**src/rtl/irq_mask_pkg.sv**
```systemverilog
package irq_mask_pkg;

   localparam int MAX_CPU    = 4;
   localparam int WORD_W     = 64;
   localparam int CPU_SEL_W  = $clog2(MAX_CPU);
   localparam int IDX_SHIFT  = 6;

   localparam logic [1:0] SIZE_DWORD = 2'd3;

   localparam int IDX_CTRL      = 0;
   localparam int IDX_STATUS    = 1;
   localparam int IDX_RAW       = 2;
   localparam int IDX_IPI_CLR   = 3;
   localparam int IDX_TMR_CLR   = 4;
   localparam int IDX_IPI_SET   = 5;
   localparam int IDX_MASK_BASE = 8;
   localparam int IDX_MREQ_BASE = 12;

   localparam int CF_TMR_CLR_LSB = 4;
   localparam int CF_IPI_CLR_LSB = 8;
   localparam int CF_IPI_SET_LSB = 12;
   localparam int CF_IGNORE_BIT  = 28;

   typedef enum logic [3:0] {
      RK_NONE,
      RK_CTRL,
      RK_STATUS,
      RK_RAW,
      RK_IPI_CLR,
      RK_TMR_CLR,
      RK_IPI_SET,
      RK_MASK,
      RK_MREQ
   } reg_kind_e;

endpackage

```
**src/rtl/irq_mask_dec.sv**
```systemverilog
module irq_mask_dec
   import irq_mask_pkg::*;
#(
   parameter int NUM_CPU = 4,
   parameter int ADDR_W  = 12
) (
   input  logic                   acc_valid,
   input  logic                   acc_write,
   input  logic [ADDR_W-1:0]      acc_addr,
   input  logic [1:0]             acc_size,
   input  logic [WORD_W-1:0]      acc_wdata,
   output reg_kind_e              kind,
   output logic [CPU_SEL_W-1:0]   sel,
   output logic                   acc_err,
   output logic [NUM_CPU-1:0]     mask_we,
   output logic [NUM_CPU-1:0]     ipi_set,
   output logic [NUM_CPU-1:0]     ipi_clr,
   output logic [NUM_CPU-1:0]     tmr_clr,
   output logic [2*NUM_CPU-1:0]   sts_clr
);

   localparam int IDX_W = ADDR_W - IDX_SHIFT;
   localparam logic [IDX_W-1:0] I_CTRL    = IDX_W'(IDX_CTRL);
   localparam logic [IDX_W-1:0] I_STATUS  = IDX_W'(IDX_STATUS);
   localparam logic [IDX_W-1:0] I_RAW     = IDX_W'(IDX_RAW);
   localparam logic [IDX_W-1:0] I_IPI_CLR = IDX_W'(IDX_IPI_CLR);
   localparam logic [IDX_W-1:0] I_TMR_CLR = IDX_W'(IDX_TMR_CLR);
   localparam logic [IDX_W-1:0] I_IPI_SET = IDX_W'(IDX_IPI_SET);
   localparam logic [IDX_W-1:0] I_MASK_LO = IDX_W'(IDX_MASK_BASE);
   localparam logic [IDX_W-1:0] I_MASK_HI = IDX_W'(IDX_MASK_BASE + NUM_CPU);
   localparam logic [IDX_W-1:0] I_MREQ_LO = IDX_W'(IDX_MREQ_BASE);
   localparam logic [IDX_W-1:0] I_MREQ_HI = IDX_W'(IDX_MREQ_BASE + NUM_CPU);

   logic [IDX_W-1:0] idx;
   logic [IDX_W-1:0] off_mask;
   logic [IDX_W-1:0] off_mreq;
   logic             size_bad;
   logic             ctrl_empty;
   logic             ro_hit;
   logic             wr_ok;

   assign idx      = acc_addr[ADDR_W-1:IDX_SHIFT];
   assign off_mask = idx - I_MASK_LO;
   assign off_mreq = idx - I_MREQ_LO;

   always_comb begin
      kind = RK_NONE;
      sel  = '0;
      if (idx == I_CTRL)                          kind = RK_CTRL;
      else if (idx == I_STATUS)                   kind = RK_STATUS;
      else if (idx == I_RAW)                      kind = RK_RAW;
      else if (idx == I_IPI_CLR)                  kind = RK_IPI_CLR;
      else if (idx == I_TMR_CLR)                  kind = RK_TMR_CLR;
      else if (idx == I_IPI_SET)                  kind = RK_IPI_SET;
      else if (idx >= I_MASK_LO && idx < I_MASK_HI) begin
         kind = RK_MASK;
         sel  = off_mask[CPU_SEL_W-1:0];
      end else if (idx >= I_MREQ_LO && idx < I_MREQ_HI) begin
         kind = RK_MREQ;
         sel  = off_mreq[CPU_SEL_W-1:0];
      end
   end

   assign size_bad   = (acc_size != SIZE_DWORD);
   assign ctrl_empty = (acc_wdata[15:4] == '0) && !acc_wdata[CF_IGNORE_BIT];
   assign ro_hit     = (kind == RK_RAW) || (kind == RK_MREQ);
   assign acc_err    = size_bad || (kind == RK_NONE)
                       || (acc_write && ro_hit)
                       || (acc_write && (kind == RK_CTRL) && ctrl_empty);
   assign wr_ok      = acc_valid && acc_write && !acc_err;

   always_comb begin
      mask_we = '0;
      ipi_set = '0;
      ipi_clr = '0;
      tmr_clr = '0;
      sts_clr = '0;
      if (wr_ok) begin
         case (kind)
            RK_CTRL: begin
               ipi_set = acc_wdata[CF_IPI_SET_LSB +: NUM_CPU];
               ipi_clr = acc_wdata[CF_IPI_CLR_LSB +: NUM_CPU];
               tmr_clr = acc_wdata[CF_TMR_CLR_LSB +: NUM_CPU];
            end
            RK_IPI_SET: ipi_set = acc_wdata[NUM_CPU-1:0];
            RK_IPI_CLR: ipi_clr = acc_wdata[NUM_CPU-1:0];
            RK_TMR_CLR: tmr_clr = acc_wdata[NUM_CPU-1:0];
            RK_STATUS:  sts_clr = acc_wdata[2*NUM_CPU-1:0];
            RK_MASK: begin
               for (int c = 0; c < NUM_CPU; c++)
                  mask_we[c] = (sel == CPU_SEL_W'(c));
            end
            default: ;
         endcase
      end
   end

   logic unused_dec;
   assign unused_dec = ^{acc_addr[IDX_SHIFT-1:0], acc_wdata, off_mask, off_mreq};

endmodule

```
**src/rtl/irq_mask_dev.sv**
```systemverilog
module irq_mask_dev #(
   parameter int NUM_CPU = 4,
   parameter int REQ_W   = 64
) (
   input  logic               clk,
   input  logic               rst_n,
   input  logic [NUM_CPU-1:0] mask_we,
   input  logic [REQ_W-1:0]   wdata,
   input  logic [REQ_W-1:0]   raw_req,
   output logic [REQ_W-1:0]   mask_q [NUM_CPU],
   output logic [REQ_W-1:0]   mreq   [NUM_CPU],
   output logic [NUM_CPU-1:0] dev_irq
);

   for (genvar c = 0; c < NUM_CPU; c++) begin : g_cpu
      logic [REQ_W-1:0] mask_d;

      assign mask_d  = mask_we[c] ? wdata : mask_q[c];
      assign mreq[c] = mask_q[c] & raw_req;

      always_ff @(posedge clk or negedge rst_n) begin
         if (!rst_n) begin
            mask_q[c]  <= '0;
            dev_irq[c] <= 1'b0;
         end else begin
            mask_q[c]  <= mask_d;
            dev_irq[c] <= |(mask_d & raw_req);
         end
      end

      AST_DEV_QUIET: assert property (@(posedge clk) disable iff (!rst_n)
         (raw_req == '0) |=> !dev_irq[c]);

      AST_MASK_ZERO_QUIET: assert property (@(posedge clk) disable iff (!rst_n)
         (mask_we[c] && wdata == '0) |=> !dev_irq[c]);
   end

endmodule

```
**src/rtl/irq_mask_pend.sv**
```systemverilog
module irq_mask_pend #(
   parameter int NUM_CPU   = 4,
   parameter bit TICK_WINS = 1'b0
) (
   input  logic               clk,
   input  logic               rst_n,
   input  logic [NUM_CPU-1:0] set_req,
   input  logic [NUM_CPU-1:0] clr_req,
   input  logic               tick,
   output logic [NUM_CPU-1:0] pend,
   output logic [NUM_CPU-1:0] dup_evt,
   output logic [NUM_CPU-1:0] spur_evt
);

   logic [NUM_CPU-1:0] pend_d;
   logic [NUM_CPU-1:0] tick_v;

   assign tick_v   = {NUM_CPU{tick}};
   assign dup_evt  = set_req & pend;
   assign spur_evt = clr_req & ~pend & ~set_req;

   if (TICK_WINS) begin : g_tick_wins
      assign pend_d = (pend & ~clr_req) | set_req | tick_v;

      AST_TICK_FILLS: assert property (@(posedge clk) disable iff (!rst_n)
         tick |=> (&pend));
   end else begin : g_clear_last
      assign pend_d = (pend | set_req | tick_v) & ~clr_req;

      AST_CLEAR_LANDS: assert property (@(posedge clk) disable iff (!rst_n)
         (clr_req != '0) |=> ((pend & $past(clr_req)) == '0));

      AST_SET_LANDS: assert property (@(posedge clk) disable iff (!rst_n)
         ((set_req & ~clr_req) != '0) |=>
            ((pend & $past(set_req & ~clr_req)) == $past(set_req & ~clr_req)));
   end

   always_ff @(posedge clk or negedge rst_n) begin
      if (!rst_n) pend <= '0;
      else        pend <= pend_d;
   end

endmodule

```
**src/rtl/irq_mask_ctrl.sv**
```systemverilog
module irq_mask_ctrl
   import irq_mask_pkg::*;
#(
   parameter int NUM_CPU = 4,
   parameter int ADDR_W  = 12,
   parameter int REQ_W   = 64
) (
   input  logic               clk,
   input  logic               rst_n,
   input  logic               acc_valid,
   input  logic               acc_write,
   input  logic [ADDR_W-1:0]  acc_addr,
   input  logic [1:0]         acc_size,
   input  logic [63:0]        acc_wdata,
   output logic               rsp_valid,
   output logic               rsp_err,
   output logic [63:0]        rsp_rdata,
   input  logic [REQ_W-1:0]   raw_req,
   input  logic               timer_tick,
   output logic [NUM_CPU-1:0] dev_irq,
   output logic [NUM_CPU-1:0] ipi_irq,
   output logic [NUM_CPU-1:0] tmr_irq
);

   localparam int STS_W = 2 * NUM_CPU;

   if (NUM_CPU < 1 || NUM_CPU > MAX_CPU) begin : g_bad_cpu
      $error("NUM_CPU must lie between 1 and %0d", MAX_CPU);
   end
   if (REQ_W < 1 || REQ_W > WORD_W) begin : g_bad_req
      $error("REQ_W must lie between 1 and %0d", WORD_W);
   end
   if (ADDR_W <= IDX_SHIFT + 3) begin : g_bad_addr
      $error("ADDR_W too narrow for the register index");
   end

   reg_kind_e            kind;
   logic [CPU_SEL_W-1:0] sel;
   logic                 dec_err;
   logic [NUM_CPU-1:0]   mask_we;
   logic [NUM_CPU-1:0]   ipi_set;
   logic [NUM_CPU-1:0]   ipi_clr;
   logic [NUM_CPU-1:0]   tmr_clr;
   logic [STS_W-1:0]     sts_clr;
   logic [REQ_W-1:0]     mask_q [NUM_CPU];
   logic [REQ_W-1:0]     mreq   [NUM_CPU];
   logic [NUM_CPU-1:0]   ipi_pend;
   logic [NUM_CPU-1:0]   tmr_pend;
   logic [NUM_CPU-1:0]   ipi_dup;
   logic [NUM_CPU-1:0]   ipi_spur;
   logic [NUM_CPU-1:0]   tmr_dup;
   logic [NUM_CPU-1:0]   tmr_spur;
   logic [STS_W-1:0]     status_q;
   logic [63:0]          rd_val;

   irq_mask_dec #(.NUM_CPU(NUM_CPU), .ADDR_W(ADDR_W)) u_dec (
      .acc_valid (acc_valid),
      .acc_write (acc_write),
      .acc_addr  (acc_addr),
      .acc_size  (acc_size),
      .acc_wdata (acc_wdata),
      .kind      (kind),
      .sel       (sel),
      .acc_err   (dec_err),
      .mask_we   (mask_we),
      .ipi_set   (ipi_set),
      .ipi_clr   (ipi_clr),
      .tmr_clr   (tmr_clr),
      .sts_clr   (sts_clr)
   );

   irq_mask_dev #(.NUM_CPU(NUM_CPU), .REQ_W(REQ_W)) u_dev (
      .clk     (clk),
      .rst_n   (rst_n),
      .mask_we (mask_we),
      .wdata   (acc_wdata[REQ_W-1:0]),
      .raw_req (raw_req),
      .mask_q  (mask_q),
      .mreq    (mreq),
      .dev_irq (dev_irq)
   );

   irq_mask_pend #(.NUM_CPU(NUM_CPU), .TICK_WINS(1'b0)) u_ipi (
      .clk      (clk),
      .rst_n    (rst_n),
      .set_req  (ipi_set),
      .clr_req  (ipi_clr),
      .tick     (1'b0),
      .pend     (ipi_pend),
      .dup_evt  (ipi_dup),
      .spur_evt (ipi_spur)
   );

   irq_mask_pend #(.NUM_CPU(NUM_CPU), .TICK_WINS(1'b1)) u_tmr (
      .clk      (clk),
      .rst_n    (rst_n),
      .set_req  ('0),
      .clr_req  (tmr_clr),
      .tick     (timer_tick),
      .pend     (tmr_pend),
      .dup_evt  (tmr_dup),
      .spur_evt (tmr_spur)
   );

   logic unused_tmr;
   assign unused_tmr = ^{tmr_dup, tmr_spur};

   assign ipi_irq = ipi_pend;
   assign tmr_irq = tmr_pend;

   always_ff @(posedge clk or negedge rst_n) begin
      if (!rst_n) status_q <= '0;
      else        status_q <= (status_q & ~sts_clr) | {ipi_spur, ipi_dup};
   end

   always_comb begin
      rd_val = '0;
      case (kind)
         RK_CTRL: begin
            rd_val[CF_IPI_CLR_LSB +: NUM_CPU] = ipi_pend;
            rd_val[CF_TMR_CLR_LSB +: NUM_CPU] = tmr_pend;
         end
         RK_STATUS:  rd_val[STS_W-1:0]   = status_q;
         RK_RAW:     rd_val[REQ_W-1:0]   = raw_req;
         RK_IPI_CLR: rd_val[NUM_CPU-1:0] = ipi_pend;
         RK_TMR_CLR: rd_val[NUM_CPU-1:0] = tmr_pend;
         RK_MASK:    rd_val[REQ_W-1:0]   = mask_q[sel];
         RK_MREQ:    rd_val[REQ_W-1:0]   = mreq[sel];
         default: ;
      endcase
   end

   always_ff @(posedge clk or negedge rst_n) begin
      if (!rst_n) begin
         rsp_valid <= 1'b0;
         rsp_err   <= 1'b0;
         rsp_rdata <= '0;
      end else begin
         rsp_valid <= acc_valid;
         rsp_err   <= acc_valid && dec_err;
         rsp_rdata <= (acc_valid && !acc_write && !dec_err) ? rd_val : '0;
      end
   end

   AST_RSP_ONE_CYCLE: assert property (@(posedge clk) disable iff (!rst_n)
      acc_valid |=> rsp_valid);

   AST_RSP_NO_SPARE: assert property (@(posedge clk) disable iff (!rst_n)
      !acc_valid |=> !rsp_valid);

   AST_ERR_ZERO_DATA: assert property (@(posedge clk) disable iff (!rst_n)
      (rsp_valid && rsp_err) |-> (rsp_rdata == '0));

   AST_BAD_SIZE_NOCHG: assert property (@(posedge clk) disable iff (!rst_n)
      (acc_valid && acc_size != SIZE_DWORD) |=> ($stable(ipi_pend) && $stable(status_q)));

   AST_WRITE_NO_DATA: assert property (@(posedge clk) disable iff (!rst_n)
      (acc_valid && acc_write) |=> (rsp_rdata == '0));

endmodule

```
**config.mk**
```make
export PLATFORM = sky130hd
export DESIGN_NAME = irq_mask_ctrl
export DESIGN_NICKNAME = d
export VERILOG_FILES = /design/src/rtl/irq_mask_pkg.sv /design/src/rtl/irq_mask_dec.sv /design/src/rtl/irq_mask_dev.sv /design/src/rtl/irq_mask_pend.sv /design/src/rtl/irq_mask_ctrl.sv
export SDC_FILE = /design/constraint.sdc
export NUM_CORES = 1
export LEC_CHECK = 0
export ABC_AREA = 1
export BUFFER_PORTS_ARGS = -buffer_cell sky130_fd_sc_hd__clkbuf_2
export CORE_MARGIN = 3
export CORE_UTILIZATION = 35
export DETAILED_ROUTE_END_ITERATION = 8
export GPL_ROUTABILITY_DRIVEN = 0
export PLACE_DENSITY = 0.51
export SLEW_MARGIN = 40
export SYNTH_ARGS = -nofsm -noshare
export SYNTH_HDL_FRONTEND = slang
export SYNTH_HIERARCHICAL = 1
export SYNTH_SLANG_ARGS = --single-unit
```
**constraint.sdc**
```tcl
create_clock -name clk -period 2.1 [get_ports clk]
set_input_delay 0.42 -clock clk [delete_from_list [all_inputs] [get_ports clk]]
set_output_delay 0.42 -clock clk [all_outputs]
set_load 0.02 [all_outputs]
```
==> results of run 1 <==
==> worst reg2reg max path, stage by stage, from the launching register on <==
cell and delay (ns):
dfrtp_1 0.41, or2_0 0.25, nand3_2 0.08, nand4_1 0.33, nor2_1 0.21, nand2_1 0.07, nor2_1 0.08, nand2_1 0.06
==> stage by stage <==
| step | setup slack [ns] | utilization (%) | TNS, ns | std cells |
|---|---|---|---|---|
| after global placement | -1.188 | 41.20 | -175.58 | 5839 |
| after CTS | -0.3876 | 45.09 | -9.587 | 5971 |
| after floorplan | -0.3690 | - | -14.73 | 4572 |
| after global routing | -0.6038 | 45.74 | -6.252 | 5986 |
| after detailed placement | -1.160 | 41.20 | -179.29 | 5839 |
| final | -0.4892 | 45.74 | -1.831 | 5987 |
==> worst max path at each step <==
stage and to:
6_report u_dev/dev_irq[0], 3_5_place_dp u_dev/dev_irq[3], 4_1_cts u_dev/dev_irq[2], 2_1_floorplan u_dev/dev_irq[0]
5_1_grt u_dev/dev_irq[1], 3_3_place_gp u_dev/dev_irq[2]
==> layout make-up <==
| class | instances | area (um2) | share of cell area (%) |
|---|---|---|---|
| Tap cell | 969 | 1212 | 3.531 |
| Inverter | 1092 | 4118 | 11.99 |
| Timing Repair Buffer | 604 | 5413 | 15.76 |
| Antenna cell | 1 | 2.502 | 0.007287 |
| Clock buffer | 65 | 1313 | 3.822 |
| Sequential cell | 342 | 8558 | 24.92 |
| Clock inverter | 17 | 157.7 | 0.4591 |
| Multi-Input combinational cell | 2897 | 13570 | 39.51 |
==> what timing repair did <==
action / CTS / global route
resized for setup: 195 / 91
pin swaps: 36 / 44
hold endpoints to repair: 27 / 0
gates cloned: 14 / 3
setup buffers: 36 / 21
hold buffers: 1 / 0
endpoints found under the setup margin: 85 / 132
==> flip-flops by register name (all words and copies together) (netlist names) <==
name / flops
u_dev/mask_q: 256
rsp_rdata: 64
status_q: 8
u_dev/dev_irq: 4
u_ipi/pend: 4
u_tmr/pend: 4
rsp_err: 1
rsp_valid: 1
==> metal layers <==
layer / up-vias / routed length (um) / global-route usage (%)
li1: 14166 / - / -
met1: 12956 / 49620 / 37.44
met2: 880 / 47090 / 40.97
met3: 173 / 7250 / 4.383
met4: 2 / 3891 / 9.028
met5: - / 13 / 0
==> report_power, final <==
part           leakage [nW]  switching (mW)  internal, mW
sequential             3.59          0.0430          6.64
clock                 0.722            3.31          4.59
combinational          17.3            1.50         0.786
==> out/qor.csv, run 1 <==
stage,metric,value,unit
status,run_status,"complete, but fails checks",
status,failed_checks,setup timing,
sta,postLayoutSetupSlackWorst,-0.4892,ns
placement,portBuffers,218,
worst_hold_path,hold_worst_path_end,rsp_valid,
critical_path,critical-path-top-cell-by-count,nand2_1,
finish,final_layout_size_suffix_gt1_share,17.20,%
finish,area.growth.synth_to_final,28.38,%
critical_path,crit_path_max_fanout,7,
clock_tree,clkTransAtPathRegs,0.06,ns
critical_path,worst_path_max_delay_cell,nand4_1,
critical_path,worst-endpoint-arrival,3.07,ns
sta,final-setup-viol-count,6,
critical_path,worst-r2r-cell-count,7,
finish,layout.cells.most_common,nand2_1,
global_routing,grt.total_usage,26.49,%
clock_tree,clock_root_buffer,clkbuf_16,
placement,detailedPlacementHpwl,78100,um
pwr,total_power,16.87,mW
worst_hold_path,hold_path_startpoint,acc_valid,
critical_path,timing.reg2reg.setup_slack,0.52,ns
finish,nNetsFinal,5129,
floorplanning,floorplan.rows,100,
detailed_routing,detail_route.vias_per_cell,4.706,
critical_path,cell_chain_critical_path,clkbuf_16 -> nor2_4 -> nand3_2 -> nand2_4 -> inv_2 -> nand2_2 -> nor2_1 -> nand2_1 -> nand4_4 -> buf_6 -> nor3_4 -> buf_8 -> nand2_1 -> nand3_1 -> nand4_1 -> nor2_1 -> nand2_1 -> nor2_1 -> nand2_1,
finish,fin_area,34340,um2
sta,timing.clock.skew,0.01641,ns
floorplanning,fp.dieW,282.4,um
sta,post-route-min-period,2.589,ns
clock_tree,tritoncts,yes,
global_routing,first_global_vias,26084,
synth,synth.cell_area,26750,um2
floorplanning,floorplan.initialDensity,35.63,%
critical_path,critical_path_required,2.58,ns
clock_tree,clk-insertion-delay-late,0.59,ns
clock_tree,cts.sinks,342,
floorplanning,io-pin-count,225,
critical_path,cell_family_contributing_the_most_delay_on_the_critical_path,simple AND/OR/NAND/NOR gates,
placement,dpl_cell_area,30930,um2
detailed_routing,drtIter0Drc,2332,
finish,filler_cell_count,7908,
critical_path,worstSetupEndpointType,flop,
detailed_routing,ant_nets,0,
floorplanning,core-area,75070,um2
worst_hold_path,hold-path-cell-count,1,
global_routing,initial_antenna_violation_count,2,
sta,fin_crit_sh,123.3,%
critical_path,critical-path-max-stage-delay,0.37,ns
pwr,power.density,491.2,nW/um2
sta,whs,0.04982,ns
floorplanning,die_height,282.4,um
sta,maxSlewHeadroom,64.74,%
detailed_routing,detail_route.wl_per_cell,18.02,um
sta,rsz0062_at_grt,true,
critical_path,timing.critical_path.from,acc_addr[10],
synth,mean_cell_area_of_the_mapped_netlist,5.856,um2
sta,actual_slew_at_the_worst_max_slew_pin,0.5289,ns
worst_hold_path,hold_path.class,in2reg,
critical_path,critPathKind,in2reg,
global_routing,grt_first_pass_wirelength,159900,um
global_routing,globalRouteOverflowTotal,0,
pwr,maximum_ir_drop_on_the_vdd_rail,471.7,uV
clock_tree,cts_buffers,45,
synth,syn_inst,4568,
detailed_routing,routed_wl,107900,um
run,drv.max_cap_violation_count,0,
finish,layout_common_cells,"1,793 x nand2_1, 1,071 x inv_1, 488 x nand3_1, 342 x dfrtp_1, 257 x buf_4",
critical_path,worstReg2RegEnd,u_dev/dev_irq[0],
critical_path,rr_startpoint,u_dev/mask_q[213],
sta,max_freq,386.2,MHz
sta,hold_violations,0,
synth,synth.yosys.warnings,6,
critical_path,critical_path.n_buffers_inverters,4,
floorplanning,dieArea,79780,um2
sta,timing.final.max_slew_violations,0,
detailed_routing,detailedRoute.firstPassIterationCount,5,
detailed_routing,detailroute.via_count,28177,
global_routing,grt_start_max_net_pins,63,
clock_tree,cts.path.max_buffers,3,
detailed_routing,drcViolationCount,0,
clock_tree,htree_num_levels,2,
pwr,leakage,21.64,nW
critical_path,start_kind,input port,
critical_path,cp_num_cells,19,
Power figures use the tool's default switching activity.
==> run 2: changes to the inputs <==
--- a/config.mk
+++ b/config.mk
@@ -5,15 +5,15 @@
 export SDC_FILE = /design/constraint.sdc
 export NUM_CORES = 1
 export LEC_CHECK = 0
-export ABC_AREA = 1
 export BUFFER_PORTS_ARGS = -buffer_cell sky130_fd_sc_hd__clkbuf_2
 export CORE_MARGIN = 3
 export CORE_UTILIZATION = 35
 export DETAILED_ROUTE_END_ITERATION = 8
 export GPL_ROUTABILITY_DRIVEN = 0
-export PLACE_DENSITY = 0.51
+export PLACE_DENSITY = 0.52
 export SLEW_MARGIN = 40
 export SYNTH_ARGS = -nofsm -noshare
 export SYNTH_HDL_FRONTEND = slang
 export SYNTH_HIERARCHICAL = 1
 export SYNTH_SLANG_ARGS = --single-unit
+export TNS_END_PERCENT = 10
==> out/qor.csv, run 2 <==
stage,metric,value,unit
status,run_status,"complete, but fails checks",
status,failed_checks,setup timing,
global_routing,grt.total_usage,22.83,%
worst_hold_path,hold_path.class,in2reg,
global_routing,globalRouteOverflowTotal,0,
synth,synth.cell_area,20220,um2
pwr,leakage,11.65,nW
global_routing,groute.layer.met3.usage,3.200,%
detailed_routing,ant_nets,0,
run,drv.max_cap_violation_count,0,
global_routing,grt_first_pass_wirelength,104700,um
sta,final-setup-viol-count,5,
floorplanning,io-pin-count,225,
detailed_routing,routed_wl,69710,um
floorplanning,die_height,246.4,um
clock_tree,clkTransAtPathRegs,0.06,ns
synth,mean_cell_area_of_the_mapped_netlist,12.66,um2
critical_path,rr_startpoint,u_dev/mask_q[54],
detailed_routing,detailroute.via_count,15744,
sta,postLayoutSetupSlackWorst,-0.5639,ns
detailed_routing,drtIter0Drc,921,
placement,portBuffers,218,
global_routing,grt_util_met2,37.71,%
placement,dpl_worst_slack,-1.398,ns
detailed_routing,detail_route.wl_per_cell,24.77,um
clock_tree,tritoncts,yes,
sta,timing.final.max_slew_violations,0,
detailed_routing,detail_route.vias_per_cell,5.595,
detailed_routing,drcViolationCount,0,
finish,area.growth.synth_to_final,30.61,%
detailed_routing,detailedRoute.firstPassIterationCount,5,
sta,fin_crit_sh,126.9,%
sta,hold_violations,0,
worst_hold_path,hold_worst_path_end,rsp_valid,
critical_path,start_kind,input port,
placement,detailedPlacementHpwl,51840,um
global_routing,grtUsageMet1,30.94,%
floorplanning,floorplan.initialDensity,35.59,%
critical_path,worstReg2RegEnd,u_dev/dev_irq[3],
critical_path,crit_path_max_fanout,10,
floorplanning,core-area,56820,um2
floorplanning,dieArea,60700,um2
finish,nNetsFinal,2172,
finish,number_of_flip_flops_under_the_largest_register_name,256,
finish,final_layout_size_suffix_gt1_share,49.76,%
clock_tree,cts.sinks,342,
global_routing,first_global_vias,16475,
sta,max_freq,375.4,MHz
global_routing,initial_antenna_violation_count,3,
floorplanning,floorplan.rows,87,
sta,post-route-min-period,2.664,ns
sta,rsz0062_at_grt,true,
synth,synth.yosys.warnings,6,
finish,layout.cells.most_common,dfrtp_1,
critical_path,worstSetupEndpointType,flop,
critical_path,worst-r2r-cell-count,5,
pwr,maximum_ir_drop_on_the_vdd_rail,530.3,uV
clock_tree,cts.path.max_buffers,3,
finish,registers.top_by_ff_count,u_dev/mask_q,
clock_tree,clock_root_buffer,clkbuf_16,
floorplanning,fp.dieW,246.4,um
worst_hold_path,hold_path_startpoint,acc_valid,
clock_tree,cts_buffers,42,
critical_path,timing.reg2reg.setup_slack,0.17,ns
pwr,power.density,575.5,nW/um2
synth,syn_inst,1597,
finish,layout_common_cells,"342 x dfrtp_1, 270 x and2_1, 215 x clkbuf_2, 168 x mux2_2, 168 x buf_4",
sta,timing.clock.skew,0.02454,ns
critical_path,critPathKind,in2reg,
critical_path,worst-endpoint-arrival,3.12,ns
sta,actual_slew_at_the_worst_max_slew_pin,0.5023,ns
worst_hold_path,hold-path-cell-count,2,
clock_tree,clk-insertion-delay-late,0.58,ns
finish,layout_top_registers,"u_dev/mask_q (256), rsp_rdata (64), status_q (8)",
sta,maxSlewHeadroom,66.51,%
sta,whs,0.1114,ns
global_routing,grt_most_used_layer,met2,
global_routing,grt_start_max_net_pins,65,
clock_tree,htree_num_levels,2,
critical_path,critical_path_required,2.56,ns
run 2: metrics by stage:
stage	instance area, um2	std cells	setup TNS (ns)	utilization, %	power [mW]
5_1_grt	26410	2814	-2.582	46.48	15.72
2_1_floorplan	20360	1604	-12.01	-	7.173
3_3_place_gp	24060	2707	-88.19	42.35	8.045
6_report	26410	2814	-2.072	46.48	15.20
4_1_cts	26050	2803	-2.004	45.85	15.33
3_5_place_dp	24060	2707	-97.21	42.35	8.055
run 2: what timing repair did:
action	in CTS	in global routing
gates cloned	5	1
buffers inserted	15	9
resized for setup	74	53
endpoints found under the hold margin	34	0
pin swaps	33	34
setup endpoints to repair	26	35
hold buffers	1	0
run 2: layout make-up:
class	instances	area (um2)
multi-input cells	1156	11500
flip-flops and latches	342	8558
well taps	756	945.9
diodes	2	5.005
clock buffers	57	1209
clock inverters	18	152.6
fillers	5179	30410
repair buffers	470	3994
inverters	13	48.80
run 2: routing by layer:
layer  routed length, um  vias to the layer above
met5                   0                        -
met4                2020                        0
met3                3564                      111
met2               33900                      454
met1               30230                     8205
li1                    -                     6974
run 2: where the power goes:
| group | leakage, nW | switching (mW) | internal, mW |
|---|---|---|---|
| Combinational | 6.26 | 0.788 | 0.483 |
| Clock | 0.659 | 3.04 | 4.17 |
| Sequential | 4.72 | 0.0649 | 6.65 |
| Total | 11.6 | 3.89 | 11.3 |
run 2: worst max-delay path by stage:
stage          cells after the start  slack, ns    startpoint                to
6_report                          13      -0.56  acc_addr[11]  u_dev/dev_irq[3]
5_1_grt                           14      -0.59  acc_addr[11]  u_dev/dev_irq[0]
2_1_floorplan                     11      -0.49  acc_addr[11]  u_dev/dev_irq[2]
3_5_place_dp                      14      -1.40  acc_addr[11]  u_dev/dev_irq[1]
4_1_cts                           15      -0.53  acc_addr[11]  u_dev/dev_irq[2]
3_3_place_gp                      14      -1.39  acc_addr[11]  u_dev/dev_irq[1]
run 2: critical path, stage by stage:
cell and delay (ns):
buf_8 0.10, nor3b_4 0.19, and4_4 0.24, nand4b_1 0.12, buf_6 0.17, nor2_4 0.10
buf_12 0.17, buf_12 0.14, mux2_4 0.30, a22oi_1 0.24, nand4_1 0.36, nor4_2 0.46
nand2_1 0.09
==> run 3: changes to the inputs <==
--- a/config.mk
+++ b/config.mk
@@ -6,6 +6,7 @@
 export NUM_CORES = 1
 export LEC_CHECK = 0
 export BUFFER_PORTS_ARGS = -buffer_cell sky130_fd_sc_hd__clkbuf_2
+export CORE_ASPECT_RATIO = 0.6
 export CORE_MARGIN = 3
 export CORE_UTILIZATION = 35
 export DETAILED_ROUTE_END_ITERATION = 8
==> out/qor.csv, run 3 (synthesis gave the netlist of run 2 again) <==
stage,metric,value,unit
pwr,clkPwrFrac,46.4,%
pwr,power_switching,3.761,mW
pwr,power_frac_comb,8.6,%
finish,nNetsFinal,2149,
placement,portBuffers,218,
global_routing,initial_antenna_violation_count,8,
finish,number_of_flip_flops_under_the_largest_register_name,256,
floorplanning,dieArea,60790,um2
critical_path,worstSetupEndpointType,flop,
finish,register_area,8558,um2
floorplanning,core-area,56500,um2
finish,finalCoreUtilization,46.90,%
global_routing,grt_start_max_net_pins,58,
pwr,sequentialPowerShare,45.0,%
detailed_routing,detail_route.wl_per_cell,25.67,um
pwr,p_sw_share,25.25,%
clock_tree,cts.path.max_buffers,3,
global_routing,globalRouteOverflowTotal,0,
detailed_routing,detailedRoute.firstPassIterationCount,5,
finish,final_cells,2789,
pwr,total_power,14.90,mW
placement,detailedPlacementHpwl,51400,um
placement,post-place-cells,2680,
global_routing,grt_first_pass_wirelength,104700,um
clock_tree,tritoncts,yes,
finish,multi_input_comb_area,11540,um2
critical_path,worst-endpoint-arrival,3.20,ns
floorplanning,floorplan.initialDensity,35.79,%
sta,final-setup-viol-count,30,
clock_tree,clk-insertion-delay-late,0.56,ns
critical_path,critPathKind,in2reg,
clock_tree,clkTransAtPathRegs,0.06,ns
finish,layout.cells.most_common,dfrtp_1,
sta,timing.clock.skew,0.02734,ns
critical_path,crit_path_max_fanout,6,
clock_tree,clock_root_buffer,clkbuf_16,
detailed_routing,detailroute.via_count,15828,
status,failed_checks,setup timing,
clock_tree,cts_buffers,38,
sta,rsz0062_at_grt,true,
floorplanning,die_height,192.2,um
worst_hold_path,hold_path.class,in2reg,
floorplanning,fp.dieW,316.3,um
critical_path,critical_path_required,2.54,ns
pwr,maximum_ir_drop_on_the_vdd_rail,524.0,uV
status,run_status,"complete, but fails checks",
sta,post-route-min-period,2.760,ns
critical_path,start_kind,input port,
finish,registers.top_by_ff_count,u_dev/mask_q,
sta,actual_slew_at_the_worst_max_slew_pin,0.5508,ns
run,drv.max_cap_violation_count,0,
pwr,power.density,562.1,nW/um2
detailed_routing,drcViolationCount,0,
finish,layout_common_cells,"342 x dfrtp_1, 269 x and2_1, 214 x clkbuf_2, 164 x mux2_2, 145 x a22oi_1",
sta,maxSlewHeadroom,63.28,%
sta,fin_crit_sh,131.4,%
global_routing,first_global_vias,16281,
detailed_routing,routed_wl,71590,um
sta,max_freq,362.3,MHz
pwr,power.internal,11.14,mW
clock_tree,cts.sinks,342,
sta,postLayoutSetupSlackWorst,-0.6602,ns
clock_tree,htree_num_levels,2,
finish,filler_cell_count,5160,
sta,whs,0.1372,ns
floorplanning,io-pin-count,225,
finish,final_layout_size_suffix_gt1_share,49.21,%
pwr,leakage,11.59,nW
global_routing,grt.total_usage,22.82,%
finish,layout_top_registers,"u_dev/mask_q (256), rsp_rdata (64), status_q (8)",
detailed_routing,ant_nets,0,
sta,hold_violations,0,
floorplanning,floorplan.rows,67,
detailed_routing,drtIter0Drc,1396,
detailed_routing,detail_route.vias_per_cell,5.675,
finish,area.growth.synth_to_final,31.05,%
sta,timing.final.max_slew_violations,0,
-- run 3: changes by cell type in the layout (fill, tap and decap cells not counted), sizes merged --
cell      change
buf          -25
bufinv        +2
clkbuf        +2
clkinv        -4
clkinvlp      -4
inv           +1
-- run 3: through the flow --
stage	area, um2	setup slack [ns]	TNS [ns]
3_3_place_gp	23950	-1.414	-105.39
2_1_floorplan	20360	-0.4890	-12.01
3_5_place_dp	23950	-1.438	-114.54
5_1_grt	26500	-0.7045	-5.071
6_report	26500	-0.6602	-2.888
4_1_cts	25720	-0.6173	-3.413
-- run 3: critical path, cell delays in order --
cell and delay (ns):
buf_6 0.10, nor3b_4 0.20, and4_4 0.23, nand4b_1 0.16
buf_6 0.19, nor3b_4 0.24, buf_4 0.16, buf_12 0.16
buf_12 0.14, buf_8 0.12, buf_6 0.09, mux2_4 0.30
a22oi_2 0.25, nand4_1 0.17, nor4_1 0.19, nand2_1 0.07
-- run 3: area by class of cell --
type	instances	area share, %
flip-flops and latches	342	32.29
inverters	13	0.1841
multi-input cells	1156	43.54
clock inverters	13	0.5760
well taps	759	3.584
clock buffers	53	4.108
diodes	2	0.01889
repair buffers	451	15.69
-- run 3: power by group through the flow --
stage	Sequential [mW]	Combinational (mW)	Clock, mW
floorplan	6.82	0.350	0
global placement	6.82	1.21	0
detailed placement	6.82	1.22	0
CTS	6.70	1.25	7.08
global route	6.70	1.39	7.33
finish	6.70	1.29	6.91
-- run 3: path summary, 6_finish.rpt --
kind,startpoint,endpoint,slack [ns],cells past startpoint
hold / removal,acc_valid,rsp_valid,0.14,2
min in group asynchronous,rst_n,rsp_rdata[19],0.41,2
setup reg to reg,u_dev/mask_q[13],u_dev/dev_irq[3],0.22,6
hold reg to reg,status_q[4],status_q[4],0.48,1
setup / recovery,acc_addr[11],u_dev/dev_irq[2],-0.66,16
max in group asynchronous,rst_n,u_dev/mask_q[92],0.90,3
-- run 3: metal layers --
layer / track usage (%) / wire, um
met1: 34.27 / 34240
met2: 33.87 / 31480
met3: 4.411 / 4715
met4: 5.325 / 1086
met5: 0 / 66
-- run 3: repair_timing --
item                                   in CTS  in global routing
hold buffers                                1                  0
gates cloned                                4                  7
endpoints found under the hold margin      39                  0
setup endpoints to repair                  40                 69
buffers inserted                            8                 23
resized for setup                          70                 89
pin swaps                                  26                 38
